File: src/rtl/icd_pkg.sv
package icd_pkg;
  localparam int unsigned PIN_W = 4;
  localparam int unsigned WORD_W = 2 * PIN_W;
  typedef logic [PIN_W-1:0] pin_vec_t;
endpackage

File: src/rtl/icd_sync.sv
module icd_sync #(
  parameter int unsigned WIDTH = 4
) (
  input  logic             clk_i,
  input  logic             rst_ni,
  input  logic [WIDTH-1:0] async_i,
  output logic [WIDTH-1:0] sync_o
);
  for (genvar g = 0; g < WIDTH; g++) begin : g_bit
    logic meta_q, stab_q;
    always_ff @(posedge clk_i or negedge rst_ni) begin
      if (!rst_ni) begin
        meta_q <= 1'b0;
        stab_q <= 1'b0;
      end else begin
        meta_q <= async_i[g];
        stab_q <= meta_q;
      end
    end
    assign sync_o[g] = stab_q;
  end
endmodule

File: src/rtl/icd_filter.sv
module icd_filter #(
  parameter int unsigned WIDTH      = 4,
  parameter int unsigned SAMPLE_DIV = 4
) (
  input  logic             clk_i,
  input  logic             rst_ni,
  input  logic [WIDTH-1:0] sync_i,
  output logic [WIDTH-1:0] level_o,
  output logic [WIDTH-1:0] change_o
);
  localparam int unsigned CNT_W = (SAMPLE_DIV > 1) ? $clog2(SAMPLE_DIV) : 1;
  localparam logic [CNT_W-1:0] CNT_MAX = CNT_W'(SAMPLE_DIV - 1);

  logic [CNT_W-1:0] cnt_q;
  logic             tick;
  logic [WIDTH-1:0] cand_q, level_q;

  assign tick = (cnt_q == CNT_MAX);

  always_ff @(posedge clk_i or negedge rst_ni) begin
    if (!rst_ni)   cnt_q <= '0;
    else if (tick) cnt_q <= '0;
    else           cnt_q <= cnt_q + 1'b1;
  end

  for (genvar g = 0; g < WIDTH; g++) begin : g_pin
    logic accept;
    // accept only a value seen at two consecutive strobes
    assign accept = tick && (sync_i[g] == cand_q[g]) && (sync_i[g] != level_q[g]);
    always_ff @(posedge clk_i or negedge rst_ni) begin
      if (!rst_ni) begin
        cand_q[g]  <= 1'b0;
        level_q[g] <= 1'b0;
      end else if (tick) begin
        cand_q[g] <= sync_i[g];
        if (accept) level_q[g] <= sync_i[g];
      end
    end
    assign change_o[g] = accept;
  end

  assign level_o = level_q;

  p_level_on_tick_r4: assert property (@(posedge clk_i) disable iff (!rst_ni)
    !tick |=> $stable(level_q));
endmodule

File: src/rtl/icd_delta.sv
module icd_delta #(
  parameter int unsigned WIDTH = 4
) (
  input  logic             clk_i,
  input  logic             rst_ni,
  input  logic [WIDTH-1:0] change_i,
  input  logic             rd_i,
  output logic [WIDTH-1:0] delta_o,
  output logic             chg_o
);
  logic [WIDTH-1:0] delta_q;
  logic             chg_q;

  for (genvar g = 0; g < WIDTH; g++) begin : g_flag
    always_ff @(posedge clk_i or negedge rst_ni) begin
      if (!rst_ni)          delta_q[g] <= 1'b0;
      else if (change_i[g]) delta_q[g] <= 1'b1;  // set wins over read
      else if (rd_i)        delta_q[g] <= 1'b0;
    end
  end

  always_ff @(posedge clk_i or negedge rst_ni) begin
    if (!rst_ni)         chg_q <= 1'b0;
    else if (|change_i)  chg_q <= 1'b1;
    else if (rd_i)       chg_q <= 1'b0;
  end

  assign delta_o = delta_q;
  assign chg_o   = chg_q;

  p_clear_on_read_r5: assert property (@(posedge clk_i) disable iff (!rst_ni)
    (rd_i && change_i == '0) |=> (delta_q == '0 && !chg_q));
  p_set_wins_r8: assert property (@(posedge clk_i) disable iff (!rst_ni)
    (change_i != '0) |=> ((delta_q & $past(change_i)) == $past(change_i)));
  p_sticky_r3: assert property (@(posedge clk_i) disable iff (!rst_ni)
    !rd_i |=> ((delta_q & $past(delta_q)) == $past(delta_q)));
  p_summary_r6: assert property (@(posedge clk_i) disable iff (!rst_ni)
    (change_i != '0) |=> chg_q);
endmodule

File: src/rtl/icd_top.sv
module icd_top
  import icd_pkg::*;
#(
  parameter int unsigned SAMPLE_DIV = 4
) (
  input  logic              clk_i,
  input  logic              rst_ni,
  input  logic [PIN_W-1:0]  pins_i,
  input  logic              rd_i,
  input  logic              irq_en_i,
  output logic [WORD_W-1:0] rdata_o,
  output logic              chg_o,
  output logic              irq_o
);
  pin_vec_t sync_w, level_w, change_w, delta_w;
  logic     chg_w;

  icd_sync #(.WIDTH(PIN_W)) u_sync (
    .clk_i(clk_i), .rst_ni(rst_ni), .async_i(pins_i), .sync_o(sync_w)
  );

  icd_filter #(.WIDTH(PIN_W), .SAMPLE_DIV(SAMPLE_DIV)) u_filter (
    .clk_i(clk_i), .rst_ni(rst_ni), .sync_i(sync_w),
    .level_o(level_w), .change_o(change_w)
  );

  icd_delta #(.WIDTH(PIN_W)) u_delta (
    .clk_i(clk_i), .rst_ni(rst_ni), .change_i(change_w), .rd_i(rd_i),
    .delta_o(delta_w), .chg_o(chg_w)
  );

  assign rdata_o = {delta_w, level_w};
  assign chg_o   = chg_w;
  assign irq_o   = irq_en_i & chg_w;

  p_irq_has_delta_r7: assert property (@(posedge clk_i) disable iff (!rst_ni)
    irq_o |-> (rdata_o[WORD_W-1:PIN_W] != '0));
  p_chg_matches_r6: assert property (@(posedge clk_i) disable iff (!rst_ni)
    (rdata_o[WORD_W-1:PIN_W] != '0) |-> chg_o);
endmodule

File: config.mk
export PLATFORM = sky130hd
export DESIGN_NAME = icd_top
export DESIGN_NICKNAME = d
export VERILOG_FILES = /design/src/rtl/icd_pkg.sv /design/src/rtl/icd_sync.sv /design/src/rtl/icd_filter.sv /design/src/rtl/icd_delta.sv /design/src/rtl/icd_top.sv
export SDC_FILE = /design/constraint.sdc
export NUM_CORES = 1
export LEC_CHECK = 0
export ABC_AREA = 1
export BUFFER_PORTS_ARGS = -buffer_cell sky130_fd_sc_hd__buf_2
export CAP_MARGIN = 20
export CORE_MARGIN = 5
export CORE_UTILIZATION = 47
export DETAILED_ROUTE_END_ITERATION = 8
export PLACE_DENSITY_LB_ADDON = 0.2
export SYNTH_ARGS = -nofsm -noshare
export SYNTH_HDL_FRONTEND = slang
export SYNTH_HIERARCHICAL = 1
export SYNTH_SLANG_ARGS = --single-unit
File: constraint.sdc
create_clock -name clk_i -period 1.23 [get_ports clk_i]
set_input_delay 0.0615 -clock clk_i [delete_from_list [all_inputs] [get_ports clk_i]]
set_output_delay 0.0615 -clock clk_i [all_outputs]
set_load 0.02 [all_outputs]
---- After elaboration in Yosys (flattened, before gate mapping) ----
Cells that the tools add are included.
cells by class
  add/sub/neg operators ................... 1
  equality and inequality tests ........... 9
  muxes and demuxes ....................... 7
  bitwise logic cells ..................... 1
  reductions and logical operators ........ 18
operators with widths
  cell                                                           number
  2-bit nonzero test                                             5
  1-bit logical AND                                              8
  2-bit AND reduction                                            4
  1-bit 2-to-1 mux                                               6
  1-bit == test                                                  4
  1-bit != test                                                  4
  4-bit OR reduction                                             1
  2-bit by 1-bit adder with 2-bit output, second input constant  1
  2-bit == test, second input constant                           1
  2-bit 2-to-1 mux                                               1
  1-bit AND                                                      1
word-level totals
  register bits ........................... 23
  output and inout bits ................... 10

---- Longest topological paths before layout ----
  depth in word-level cells ............... 5
  mapped depth ............................ 9
  depth with buffers taken out ............ 7

---- By module ----
The synthesis kept the hierarchy.
by module, submodules not included
  module      times used  cells each  area each (µm²)
  icd_filter  1           70          534.3
  icd_sync    1           12          230.2
  icd_delta   1           22          192.7
  icd_top     1           2           7.5

---- Worst setup path after synthesis ----
Ideal clock, no wire load.
  path type ............................... flip-flop to flip-flop
  from .................................... register u_filter.cnt_q[0]
  to ...................................... register u_delta.chg_q, in the netlist u_delta/chg_o
  library setup time ...................... 0.125 ns
  arrival time ............................ 1.200 ns
  data required time ...................... 1.105 ns
  path slack .............................. -0.095 ns
  stages on the path, launching flop included .. 10
  buffers on the path ..................... 2
  period minus slack after synthesis ...... 1.325 ns
  cells stage by stage .................... dfrtp_1 > ha_1 > buf_4 > nand2_1 > inv_1 > nand3_1 > nand2_1 > buf_4 > nor2_1 > nand3_1
on the way
  cells in the longest elaborated chain, start to end .. 5
RTL lines
  element                                                        RTL line          source
  from (decl)                                                    icd_filter.sv:14  logic [CNT_W-1:0] cnt_q;
  from (signal assigned)                                         icd_filter.sv:23  else cnt_q <= cnt_q + 1'b1;
  2-bit == test (*)                                              icd_filter.sv:18  assign tick = (cnt_q == CNT_MAX);
  1-bit logical AND (*) (2 in series)                            icd_filter.sv:29  assign accept = tick && (sync_i[g] == cand_q[g]) && (sync_i[g] != level_q[g]);
  named net u_filter.g_pin[1].accept                             icd_filter.sv:27  logic accept;
  4-bit OR reduction (*)                                         icd_delta.sv:24   else if (|change_i) chg_q <= 1'b1;
  1-bit 2-to-1 mux / 2-bit nonzero test (equally long branches)  --
  to (signal assigned)                                           icd_delta.sv:23   if (!rst_ni) chg_q <= 1'b0;
  to (signal assigned)                                           icd_delta.sv:24
  to (signal assigned)                                           icd_delta.sv:25   else if (rd_i) chg_q <= 1'b0;
  to (decl)                                                      icd_delta.sv:12   logic chg_q;
Mark *: on every way through the listed nets, which the timed path passes. The rest lies on a longest branch.
A chain may end at the register's enable or synchronous reset.

---- Worst setup path after layout ----
  from .................................... register u_filter.cnt_q[0]
  to ...................................... register u_delta.chg_q, in the netlist u_delta/chg_o
on the way
  cells in the longest elaborated chain, start to end .. 5
RTL lines
  element                                                        RTL line          source
  2-bit == test (*)                                              icd_filter.sv:18
  1-bit logical AND (*) (2 in series)                            icd_filter.sv:29
  named net change_w[0]                                          icd_top.sv:15     pin_vec_t sync_w, level_w, change_w, delta_w;
  4-bit OR reduction (*)                                         icd_delta.sv:24
  1-bit 2-to-1 mux / 2-bit nonzero test (equally long branches)  --
Marked as above.

==> impl_metrics.toml <==
[synth]
syn_inst = 106
ys_types = 12
synth_nets = 115
avgSynthCellArea_um2 = 9.10
synth-seq-cells = 23
yosys_warnings = 6
syn-cell-area_um2 = 965
ys_seq_area_frac = 0.597

[timing]
setup_ws_ns = 0.0550
slew_headroom = 0.678
max_slew.worst_pin.slew_ns = 0.484
hold_ws_ns = 0.235
timing.final.hold_violations = 0
final.min_clock_period_ns = 1.17
drv_slew = 0
setup_violations = 0
clock_skew_ns = 0.00168
fin_crit_sh = 0.955
setup_tns_ns = 0
rsz0062_at_grt = "true"
timing.fmax_mhz = 851

[layout]
utilization = 0.601
diodes = 0
fin_nets = 138
final_cells = 155
final_area_um2 = 1180
drive_gt1_frac = 0.273
syn_to_final_growth_pct = 22.2

[placement]
gp_congestion = 0.768
port_buffers = 17
place_ws_ns = -0.0537
dp_cells = 140
placed_cell_area_um2 = 1010
dp_hpwl_mm = 1.01

[critical_path]
worstSetupPathType = "register to register"
cp.required_ns = 1.43
ff2ff_path_depth = 6
arrival_ns = 1.37
endpoint_kind = "register"
start_kind = "register"
crit_fanout = 7

[die]
fp.dieArea_um2 = 3060
ios = 18
die_y_um = 55.3
core_um2 = 1960
start_util = 0.492
fp.dieW_um = 55.3
num_rows = 16

[global_routing]
grt.busiest_layer = "met2"
grt_max_degree = 24
grt_pass1_vias = 685
use_met1 = 0.146
grt.overflow.total = 0
grt_pass1_wl_mm = 2.90
antenna_found_initial = 0
track_usage = 0.114
grtUsageMet3 = 0.0280
use_met2 = 0.181

[detailed_routing]
firstDrtPassIters = 4
drc = 0
wl_per_cell_um = 10.4
dr.first_iter.drc_count = 15
routed-via-count = 695
wirelength_mm = 1.61
via_per_inst = 4.48
ant_nets = 0

[power_and_ir_drop]
peakVddDrop_mv = 0.864
leakage_nw = 0.644
finalPower_mw = 1.41
power_density_nw_per_um2 = 1200

[min_path]
hold_path_class = "input port to asynchronous set/reset pin"

[clocking]
clock_path_buffers = 2
cts_tree = "built"
cts.sink_count = 23
clock_latency_ns = 0.30
clk_pin_slew_ns = 0.12
clockRootBuffer = "clkbuf_4"
cts_buffers = 3
cts-htree-levels = 1

[flow_run]
max_cap_violations = 0

[outcome]
status = "complete, no violations"
final timing paths:
path | startpoint | endpoint | slack, ns
worst max-delay path | u_filter/cnt_q[0] | u_delta/chg_o | 0.06
worst min-delay path | rst_ni | u_filter/level_o[3] | 0.23
worst max register to register | u_filter/cnt_q[0] | u_delta/chg_o | 0.06
worst min register to register | u_sync/g_bit[2].meta_q | u_sync/g_bit[2].stab_q | 0.36
max in group asynchronous | rst_ni | u_sync/g_bit[3].stab_q | 0.67
min in group clk_i | u_sync/g_bit[2].meta_q | u_sync/g_bit[2].stab_q | 0.36
per-layer routing:
metal | wire length (µm) | share of wire
met1 | 722 | 0.45
met2 | 794 | 0.49
met3 | 82 | 0.051
met4 | 10 | 0.0062
met5 | 0 | 0
cells in the final DEF (no fill, tap or decap), types with 2 or more instances in the layout:
cell type      instances
dlygate4sd3_1          6
buf_6                  2
o21bai_1               4
dfrtp_1               23
nand2_1               27
inv_1                 17
buf_2                 18
nor2_1                 6
clkbuf_4               3
buf_4                  2
o21ai_0                4
nand3_1                6
nand3_2                3
nand2_2                3
Yosys cell counts:
library cell	instances	area share
nand2_1	29	0.11
dfrtp_1	23	0.60
inv_1	17	0.066
buf_4	9	0.070
nand3_1	9	0.047
nor2_1	7	0.027
o21ai_0	4	0.021
o21bai_1	4	0.031
buf_2	1	0.0052
ha_1	1	0.013
inv_2	1	0.0039
nand2_2	1	0.0065
repair_timing:
item | in CTS | in global routing
gates cloned | 0 | 1
gates resized for setup | 1 | 12
setup buffers | 1 | 3
hold endpoints to repair | 31 | 0
pin swaps | 1 | 6
setup endpoints to repair | 3 | 5
hold buffers | 6 | 0
cell type report:
cell class	count	area, µm²
well taps	27	33.8
multi-input cells	55	284
inverters	18	67.6
flip-flops and latches	23	576
clock buffers	3	22.5
fillers	177	783
clock inverters	1	7.51
repair buffers	28	188
logic make-up (layout without fill, tap and decap cells):
family / after synthesis / after routing / share of synthesized area
AND/OR/NAND/NOR: 46 / 46 / 0.193
buffers and inverters: 28 / 50 / 0.145
flip-flops: 23 / 23 / 0.597
AO/OA/AOI/OAI: 8 / 8 / 0.0519
adder cells (fa/ha/maj): 1 / 1 / 0.0130
power breakdown:
| part | switching [mW] | internal [mW] |
|---|---|---|
| clock | 0.218 | 0.124 |
| sequential | 0.0330 | 0.814 |
| combinational | 0.142 | 0.0821 |
| total | 0.393 | 1.02 |
critical path: stages, from the launching register on:
cell,delay [ns]
dfrtp_1,0.43
ha_4,0.20
buf_6,0.13
nand3_1,0.09
nand2_2,0.07
nor2_2,0.07
nand3_1,0.08
state kept, by name, indices dropped and copies added, names as in the netlist:
name / cells
u_delta/delta_o: 4
u_filter/level_o: 4
u_delta/chg_o: 1
u_sync/g_bit.stab_q: 4
u_sync/g_bit.meta_q: 4
u_filter/cand_q: 4
u_filter/cnt_q: 2
Power figures use the tool's default switching activity.
